<file path="src/rtl/sercard_decode_pkg.sv">
package sercard_decode_pkg;
  // Strobes handed from the compare control to the select datapath
  typedef struct packed {
    logic access;     // a read or write strobe is active
    logic inWindow;   // upper address lines match the switches
    logic statRoute;  // offset 7 goes to the shared status register
  } decStrobe_t;
endpackage

</file>
<file path="src/rtl/sercard_decode_ctrl.sv">
module sercard_decode_ctrl
  import sercard_decode_pkg::*;
#(
  parameter int ADDR_W = 16,
  parameter int OFF_W  = 3,
  parameter int CH_MAX = 8,
  parameter int CH_MIN = 4,
  localparam int CH_W     = $clog2(CH_MAX),
  localparam int CH_MIN_W = $clog2(CH_MIN),
  localparam int SW_W     = ADDR_W - OFF_W - CH_MIN_W,
  localparam int EXTRA    = CH_W - CH_MIN_W
) (
  input  logic [SW_W-1:0]  upperAddr,
  input  logic [OFF_W-1:0] offAddr,
  input  logic             ioRd,
  input  logic             ioWr,
  input  logic [SW_W-1:0]  swClosed,
  input  logic             wideCard,
  input  logic             statEn,
  output decStrobe_t       strobes
);

  logic [SW_W-1:0] cmpOk;

  // Closed switch demands 0, open switch demands 1; the lowest EXTRA
  // lines belong to the channel index on the wide card and are skipped.
  for (genvar i = 0; i < SW_W; i++) begin : g_cmp
    if (i < EXTRA) begin : g_opt
      assign cmpOk[i] = wideCard | (upperAddr[i] == ~swClosed[i]);
    end else begin : g_fix
      assign cmpOk[i] = (upperAddr[i] == ~swClosed[i]);
    end
  end

  always_comb begin
    strobes.access    = ioRd | ioWr;
    strobes.inWindow  = &cmpOk;
    strobes.statRoute = statEn & (&offAddr);
  end

endmodule

</file>
<file path="src/rtl/sercard_decode_dp.sv">
module sercard_decode_dp
  import sercard_decode_pkg::*;
#(
  parameter int OFF_W  = 3,
  parameter int CH_MAX = 8,
  parameter int CH_MIN = 4,
  localparam int CH_W     = $clog2(CH_MAX),
  localparam int CH_MIN_W = $clog2(CH_MIN)
) (
  input  logic              clk,
  input  logic              rstN,
  input  logic [CH_W-1:0]   chanAddr,
  input  logic [OFF_W-1:0]  offAddr,
  input  logic              wideCard,
  input  decStrobe_t        strobes,
  output logic              cardHit,
  output logic [CH_MAX-1:0] chanSel,
  output logic              statSel,
  output logic [OFF_W-1:0]  regOff
);

  logic [CH_W-1:0]   chanIdx;
  logic [CH_MAX-1:0] selNext;
  logic              hitNow;

  // Index bits above the narrow card's range count only on the wide card
  for (genvar j = 0; j < CH_W; j++) begin : g_idx
    if (j < CH_MIN_W) begin : g_low
      assign chanIdx[j] = chanAddr[j];
    end else begin : g_high
      assign chanIdx[j] = wideCard & chanAddr[j];
    end
  end

  assign hitNow = strobes.access & strobes.inWindow;

  for (genvar c = 0; c < CH_MAX; c++) begin : g_sel
    assign selNext[c] = hitNow & ~strobes.statRoute & (chanIdx == CH_W'(c));
  end

  always_ff @(posedge clk or negedge rstN) begin
    if (!rstN) begin
      cardHit <= 1'b0;
      chanSel <= '0;
      statSel <= 1'b0;
      regOff  <= '0;
    end else begin
      cardHit <= hitNow;
      chanSel <= selNext;
      statSel <= hitNow & strobes.statRoute;
      regOff  <= offAddr;
    end
  end

endmodule

</file>
<file path="src/rtl/sercard_decode.sv">
module sercard_decode
  import sercard_decode_pkg::*;
#(
  parameter int ADDR_W = 16,
  parameter int OFF_W  = 3,
  parameter int CH_MAX = 8,
  parameter int CH_MIN = 4,
  localparam int CH_W     = $clog2(CH_MAX),
  localparam int CH_MIN_W = $clog2(CH_MIN),
  localparam int SW_W     = ADDR_W - OFF_W - CH_MIN_W,
  localparam int LOW_BIT  = OFF_W + CH_MIN_W
) (
  input  logic              clk,
  input  logic              rstN,
  input  logic [ADDR_W-1:0] ioAddr,
  input  logic              ioRd,
  input  logic              ioWr,
  input  logic [SW_W-1:0]   swClosed,
  input  logic              wideCard,
  input  logic              statEn,
  output logic              cardHit,
  output logic [CH_MAX-1:0] chanSel,
  output logic              statSel,
  output logic [OFF_W-1:0]  regOff
);

  decStrobe_t strobes;

  sercard_decode_ctrl #(
    .ADDR_W(ADDR_W), .OFF_W(OFF_W), .CH_MAX(CH_MAX), .CH_MIN(CH_MIN)
  ) i_ctrl (
    .upperAddr(ioAddr[ADDR_W-1:LOW_BIT]),
    .offAddr  (ioAddr[OFF_W-1:0]),
    .ioRd     (ioRd),
    .ioWr     (ioWr),
    .swClosed (swClosed),
    .wideCard (wideCard),
    .statEn   (statEn),
    .strobes  (strobes)
  );

  sercard_decode_dp #(
    .OFF_W(OFF_W), .CH_MAX(CH_MAX), .CH_MIN(CH_MIN)
  ) i_dp (
    .clk     (clk),
    .rstN    (rstN),
    .chanAddr(ioAddr[OFF_W+CH_W-1:OFF_W]),
    .offAddr (ioAddr[OFF_W-1:0]),
    .wideCard(wideCard),
    .strobes (strobes),
    .cardHit (cardHit),
    .chanSel (chanSel),
    .statSel (statSel),
    .regOff  (regOff)
  );

endmodule

</file>
<file path="config.mk">
export PLATFORM = sky130hd
export DESIGN_NAME = sercard_decode
export DESIGN_NICKNAME = d
export VERILOG_FILES = /design/src/rtl/sercard_decode_pkg.sv /design/src/rtl/sercard_decode_ctrl.sv /design/src/rtl/sercard_decode_dp.sv /design/src/rtl/sercard_decode.sv
export SDC_FILE = /design/constraint.sdc
export NUM_CORES = 1
export LEC_CHECK = 0
export ABC_AREA = 1
export CORE_AREA = 2 2 39 41
export CTS_BUF_LIST = sky130_fd_sc_hd__clkbuf_2 sky130_fd_sc_hd__clkbuf_4 sky130_fd_sc_hd__clkbuf_8
export CTS_CLUSTER_DIAMETER = 40
export CTS_CLUSTER_SIZE = 10
export DETAILED_ROUTE_END_ITERATION = 10
export DIE_AREA = 0 0 41 43
export DONT_BUFFER_PORTS = 1
export HOLD_SLACK_MARGIN = 0.15
export MAX_ROUTING_LAYER = met4
export PLACE_DENSITY = 0.63
export SLEW_MARGIN = 20
export SYNTH_ARGS = -nofsm -noshare
export SYNTH_HDL_FRONTEND = slang
export SYNTH_SLANG_ARGS = --single-unit
export TNS_END_PERCENT = 5
</file>
<file path="constraint.sdc">
create_clock -name clk -period 0.8 [get_ports clk]
set_input_delay 0.08 -clock clk [delete_from_list [all_inputs] [get_ports clk]]
set_output_delay 0.08 -clock clk [all_outputs]
set_load 0.005 [all_outputs]
</file>
==> results.sh, run 1 <==
export IMPL_avgRoutedWirePerCell_um=10.14
export IMPL_synthesis_nets=113
export IMPL_clockBufferDepth=2
export IMPL_timing_fmax_ghz=1.285
export IMPL_power_frac_seq=0.554
export IMPL_hold_class="in2reg"
export IMPL_synth_commonest_cells="nor2_1 (19), nand2_1 (18), dfrtp_1 (13)"
export IMPL_grt_max_degree=14
export IMPL_fin_cells=110
export IMPL_hpwl_um=892.9
export IMPL_post_route_period_util=0.9727
export IMPL_num_rows=14
export IMPL_layout_setup_ws_ns=0.02183
export IMPL_netlist_instances=80
export IMPL_pwr_share_comb=0.124
export IMPL_worst_setup_path_end_kind="flop"
export IMPL_die_area_um2=1763
export IMPL_antenna_left=0
export IMPL_drc=0
export IMPL_die_h_um=43
export IMPL_synthArstFlopShare=1.000
export IMPL_yosys_warnings=0
export IMPL_coreArea_um2=1384
export IMPL_grt_remaining_overflow=0
export IMPL_fin_crit_ns=0.7782
export IMPL_peakVddDrop_mv=0.6727
export IMPL_critical_path_class="in2reg"
export IMPL_setup_viol=0
export IMPL_gp_congestion=0.7085
export IMPL_cts_root_buf="clkbuf_4"
export IMPL_cts_setup_buffers=0
export IMPL_post_place_ws_ns=-0.03645
export IMPL_routed_via_density=4.836
export IMPL_yosysTopAreaCellShare=0.5169
export IMPL_required_ns=1.01
export IMPL_swShare=0.2356
export IMPL_h_tree_depth=1
export IMPL_hold_viol=0
export IMPL_cp_data_arrival_time_ns=0.99
export IMPL_ys_ff_latch=13
export IMPL_diodes=0
export IMPL_grt_pass1_wl_um=1794
export IMPL_synth_area_top_cells="dfrtp_1 (52%), nor2_1 (11%), nand2_1 (11%), nand3_1 (6.4%), inv_1 (6.0%)"
export IMPL_status="complete, no violations"
export IMPL_tightest_slew_ns=0.5353
export IMPL_internal_power_w=0.0009220
export IMPL_synth_edf_count=0
export IMPL_clkPwrFrac=0.322
export IMPL_placed_cell_area_um2=649.4
export IMPL_dp_cells=96
export IMPL_io_pins=46
export IMPL_antenna_found_initial=0
export IMPL_fin_area_um2=779.5
export IMPL_grt_pass1_vias=473
export IMPL_finalWirelength_um=1115
export IMPL_start_util=0.4548
export IMPL_hold_ws_ns=0.1411
export IMPL_layout_drive_gt1_share=0.09574
export IMPL_die_w_um=41
export IMPL_netSwitchingPower_w=0.0002842
export IMPL_power_leakage_nw=0.3933
export IMPL_slew_viol_final=0
export IMPL_cts_tree="done"
export IMPL_max_cap_violations=0
export IMPL_path_clk_slew_ns=0.07
export IMPL_synth_cell_area_um2=629.4
export IMPL_cts_made_buffers=3
export IMPL_worstSetupStartpointType="primary input"
export IMPL_synth_top_cell_by_area="dfrtp_1"
export IMPL_synth_avg_cell_area_um2=7.867
export IMPL_via_count=532
export IMPL_synth_top_flop_cell="dfrtp_1"
export IMPL_dr_first_iter_drc_count=8
export IMPL_rsz0062_at_grt="false"
export IMPL_drt_pre_antenna_iters=2
export IMPL_nNetsFinal=128
export IMPL_synth_seq_area_share=0.5169
export IMPL_area_delta_synth_final_pct=23.86
export IMPL_cp_max_fo=2
export IMPL_synth_most_common_cell="nor2_1"
export IMPL_io_buffers=0
export IMPL_cts_sinks=13
export IMPL_timing_slew_headroom=0.6420
export IMPL_powerDensity_nw_per_um2=1547
export IMPL_ys_types=13
export IMPL_track_usage=0.1582
export IMPL_fill_cells=127
-- cell type report --
type / instances / area [µm²] / share of cell area
Sequential cell: 13 / 325.3 / 0.4173
Multi-Input combinational cell: 57 / 266.5 / 0.3419
Timing Repair Buffer: 10 / 102.6 / 0.1316
Inverter: 10 / 37.54 / 0.04815
Clock buffer: 3 / 22.52 / 0.02889
Tap cell: 16 / 20.02 / 0.02568
Clock inverter: 1 / 5.005 / 0.006421
-- path summary, 6_finish.rpt --
kind                       startpoint                        end  slack (ns)  depth (start not counted)
setup / recovery               statEn     i_dp.statSel$_DFF_PN0_        0.02                          3
hold / removal               wideCard     i_dp.cardHit$_DFF_PN0_        0.14                          4
max in group asynchronous        rstN   i_dp.regOff[2]$_DFF_PN0_        0.23                          1
min in group asynchronous        rstN  i_dp.chanSel[1]$_DFF_PN0_        0.22                          1
-- routing by layer --
layer	vias up	track usage	routed length, µm
li1	279	-	-
met1	217	0.1667	426
met2	31	0.2438	560
met3	5	0.04712	94
met4	0	0.1000	34
met5	-	-	0
-- registers in the layout, summed over array words and instances (netlist names) --
name          flops
i_dp.cardHit      1
i_dp.chanSel      8
i_dp.regOff       3
i_dp.statSel      1
-- cells by family after synthesis --
logic type,Yosys count,share of synthesized area
xor gates and xnor gates,1,0.01392
and+or+nand+nor,50,0.3618
buffers and inverters,10,0.05965
AOI/OAI and AO/OA,6,0.04772
DFF,13,0.5169
-- placed cells by master, fill, tap and decap left out, drive strengths merged --
cell and instances:
clkbuf 3, clkinv 1, dfrtp 13, dlygate4sd3 9
dlymetal6s4s 1, inv 10, nand2 18, nand3 9
nand3b 1, nand4 1, nor2 21, o21ai 6
xor2 1
-- power groups by stage --
stage               Combinational [W]  Sequential (W)  Clock [W]
floorplan                   0.0000843        0.000681          0
global placement            0.0000938        0.000682          0
detailed placement          0.0000959        0.000682          0
CTS                          0.000149        0.000668   0.000404
global route                 0.000173        0.000670   0.000444
finish                       0.000149        0.000668   0.000389
-- critical path, stage by stage --
cell and delay (ns):
nand4_1 0.19, dlygate4sd3_1 0.63, nor2_1 0.10
-- metrics by stage --
stage          power [W]  TNS, ns    util
2_1_floorplan  0.0007653        0       -
3_3_place_gp   0.0007754  -0.2362  0.4693
3_5_place_dp   0.0007778  -0.2144  0.4693
4_1_cts         0.001221        0  0.5615
5_1_grt         0.001286        0  0.5633
6_report        0.001206        0  0.5633
-- what timing repair did --
action | 4_1_cts | 5_1_grt
setup endpoints to repair | 0 | 6
hold endpoints to repair | 26 | 0
hold buffers | 10 | 0
gates resized for setup | 0 | 3
(Power assumes the default switching activity.)
==> run 2, diff against run 1 <==
PLACE_DENSITY = unset   (was 0.63)
PLACE_DENSITY_LB_ADDON = 0.05   (was unset)
SKIP_CTS_REPAIR_TIMING = 1   (was unset)
==> run 2 against run 1 <==
  * Critical path depth increased by 1
  * Design area up 3.5%
  * Via count grew 11%
  * Combinational power grew 5%
  * Largest power group unchanged
  * Global-route usage decreased by 1.9 points
==> results.sh, run 2 (synthesis gave the netlist of run 1 again) <==
export IMPL_status="complete, no violations"
export IMPL_grt_pass1_vias=460
export IMPL_largest_register="i_dp.chanSel"
export IMPL_cts_made_buffers=3
export IMPL_diodes=0
export IMPL_hpwl_um=870.1
export IMPL_gp_congestion=0.6806
export IMPL_critPathBufInv=1
export IMPL_max_cap_violations=0
export IMPL_grt_pass1_wl_um=1587
export IMPL_antenna_found_initial=0
export IMPL_fin_cells=113
export IMPL_die_area_um2=1763
export IMPL_path_clk_slew_ns=0.08
export IMPL_drc=0
export IMPL_cp_max_fo=5
export IMPL_largestRegisters="i_dp.chanSel (8), i_dp.regOff (3)"
export IMPL_cts_tree="done"
export IMPL_worst_setup_path_end_kind="flop"
export IMPL_via_count=588
export IMPL_largest_reg_flops=8
export IMPL_timing_fmax_ghz=1.272
export IMPL_worstSetupStartpointType="primary input"
export IMPL_finalWirelength_um=1207
export IMPL_fin_total_pwr_w=0.001210
export IMPL_slew_viol_final=0
export IMPL_nNetsFinal=131
export IMPL_mostFrequentLayoutCell="nor2_1"
export IMPL_fin_area_um2=807.0
export IMPL_antenna_left=0
export IMPL_post_route_period_util=0.9824
export IMPL_critical_path_class="in2reg"
export IMPL_grt_max_degree=14
export IMPL_clockBufferDepth=2
export IMPL_final_cell_mix="nor2_1 (19), nand2_1 (18), dlygate4sd3_1 (13), dfrtp_1 (13), inv_1 (10)"
export IMPL_max_stage_delay_ns=0.58
export IMPL_area_delta_synth_final_pct=28.23
export IMPL_routed_via_density=5.204
export IMPL_coreArea_um2=1384
export IMPL_io_pins=46
export IMPL_tightest_slew_ns=0.5351
export IMPL_die_w_um=41
export IMPL_timing_slew_headroom=0.6421
export IMPL_hold_viol=0
export IMPL_hold_class="in2reg"
export IMPL_cp_top_family="buffers and inverters"
export IMPL_drt_pre_antenna_iters=4
export IMPL_cp_data_arrival_time_ns=0.99
export IMPL_die_h_um=43
export IMPL_dp_cells=96
export IMPL_required_ns=1.00
export IMPL_cts_root_buf="clkbuf_4"
export IMPL_powerDensity_nw_per_um2=1500
export IMPL_cp_slowest_cell="dlygate4sd3_1"
export IMPL_layout_drive_gt1_share=0.07216
export IMPL_start_util=0.4548
export IMPL_peakVddDrop_mv=0.6842
export IMPL_num_rows=14
export IMPL_dr_first_iter_drc_count=11
export IMPL_layout_setup_ws_ns=0.01404
export IMPL_io_buffers=0
export IMPL_grt_remaining_overflow=0
export IMPL_setup_viol=0
export IMPL_track_usage=0.1394
export IMPL_crit_chain="nand2_1 > nand3_1 > dlygate4sd3_1 > nor2_1"
export IMPL_hold_ws_ns=0.1334
export IMPL_avgRoutedWirePerCell_um=10.68
export IMPL_cts_sinks=13
export IMPL_fin_crit_ns=0.7860
export IMPL_placed_cell_area_um2=649.4
export IMPL_post_place_ws_ns=-0.02940
export IMPL_h_tree_depth=1
export IMPL_power_leakage_nw=0.3961
==> run 2: cell types whose count changed in the layout (fill, tap and decap cells not counted), sizes merged <==
cell          previous run  this run
dlymetal6s4s             1         0
dlygate4sd3              9        13
==> run 2: power breakdown <==
part	internal [W]	total [W]	switching [W]	leakage [nW]
Sequential	0.000664	0.000669	0.00000426	0.175
Clock	0.000185	0.000384	0.000199	0.0177
Combinational	0.0000804	0.000157	0.0000771	0.204
Total	0.000930	0.00121	0.000280	0.396
==> run 2: per-stage QoR <==
step	TNS [ns]	utilization
floorplan	0	-
CTS	0	0.4892
detailed placement	-0.1748	0.4693
global route	-0.03389	0.5832
global placement	-0.1335	0.4693
finish	0	0.5832
==> run 2: area by class of cell <==
cell class,instances,area (µm²)
tap,16,20.02
clock buffer,3,22.52
sequential,13,325.3
timing repair buffer,13,130.1
inverter,10,37.54
fill,122,576.8
clock inverter,1,5.005
multi-input combinational,57,266.5
==> run 2: final timing paths <==
path                       startpoint                         to  cells after the start  slack, ns
min in group asynchronous        rstN  i_dp.chanSel[2]$_DFF_PN0_                      1       0.22
worst min-delay path         wideCard     i_dp.cardHit$_DFF_PN0_                      4       0.13
max in group asynchronous        rstN  i_dp.chanSel[7]$_DFF_PN0_                      1       0.22
worst max-delay path        ioAddr[5]  i_dp.chanSel[2]$_DFF_PN0_                      4       0.01
==> run 2: tightest hold or removal path: stages <==
cell and delay (ns):
nor2_1 0.11, nor2_2 0.07, nand2_1 0.07, inv_1 0.04
==> run 2: layer usage <==
layer,up-vias,GRT usage,share of wire,wire (µm)
li1,281,-,-,-
met1,263,0.1333,0.36,430
met2,42,0.2156,0.52,623
met3,2,0.03665,0.11,134
met4,0,0.1200,0.016,19
met5,-,-,0,0
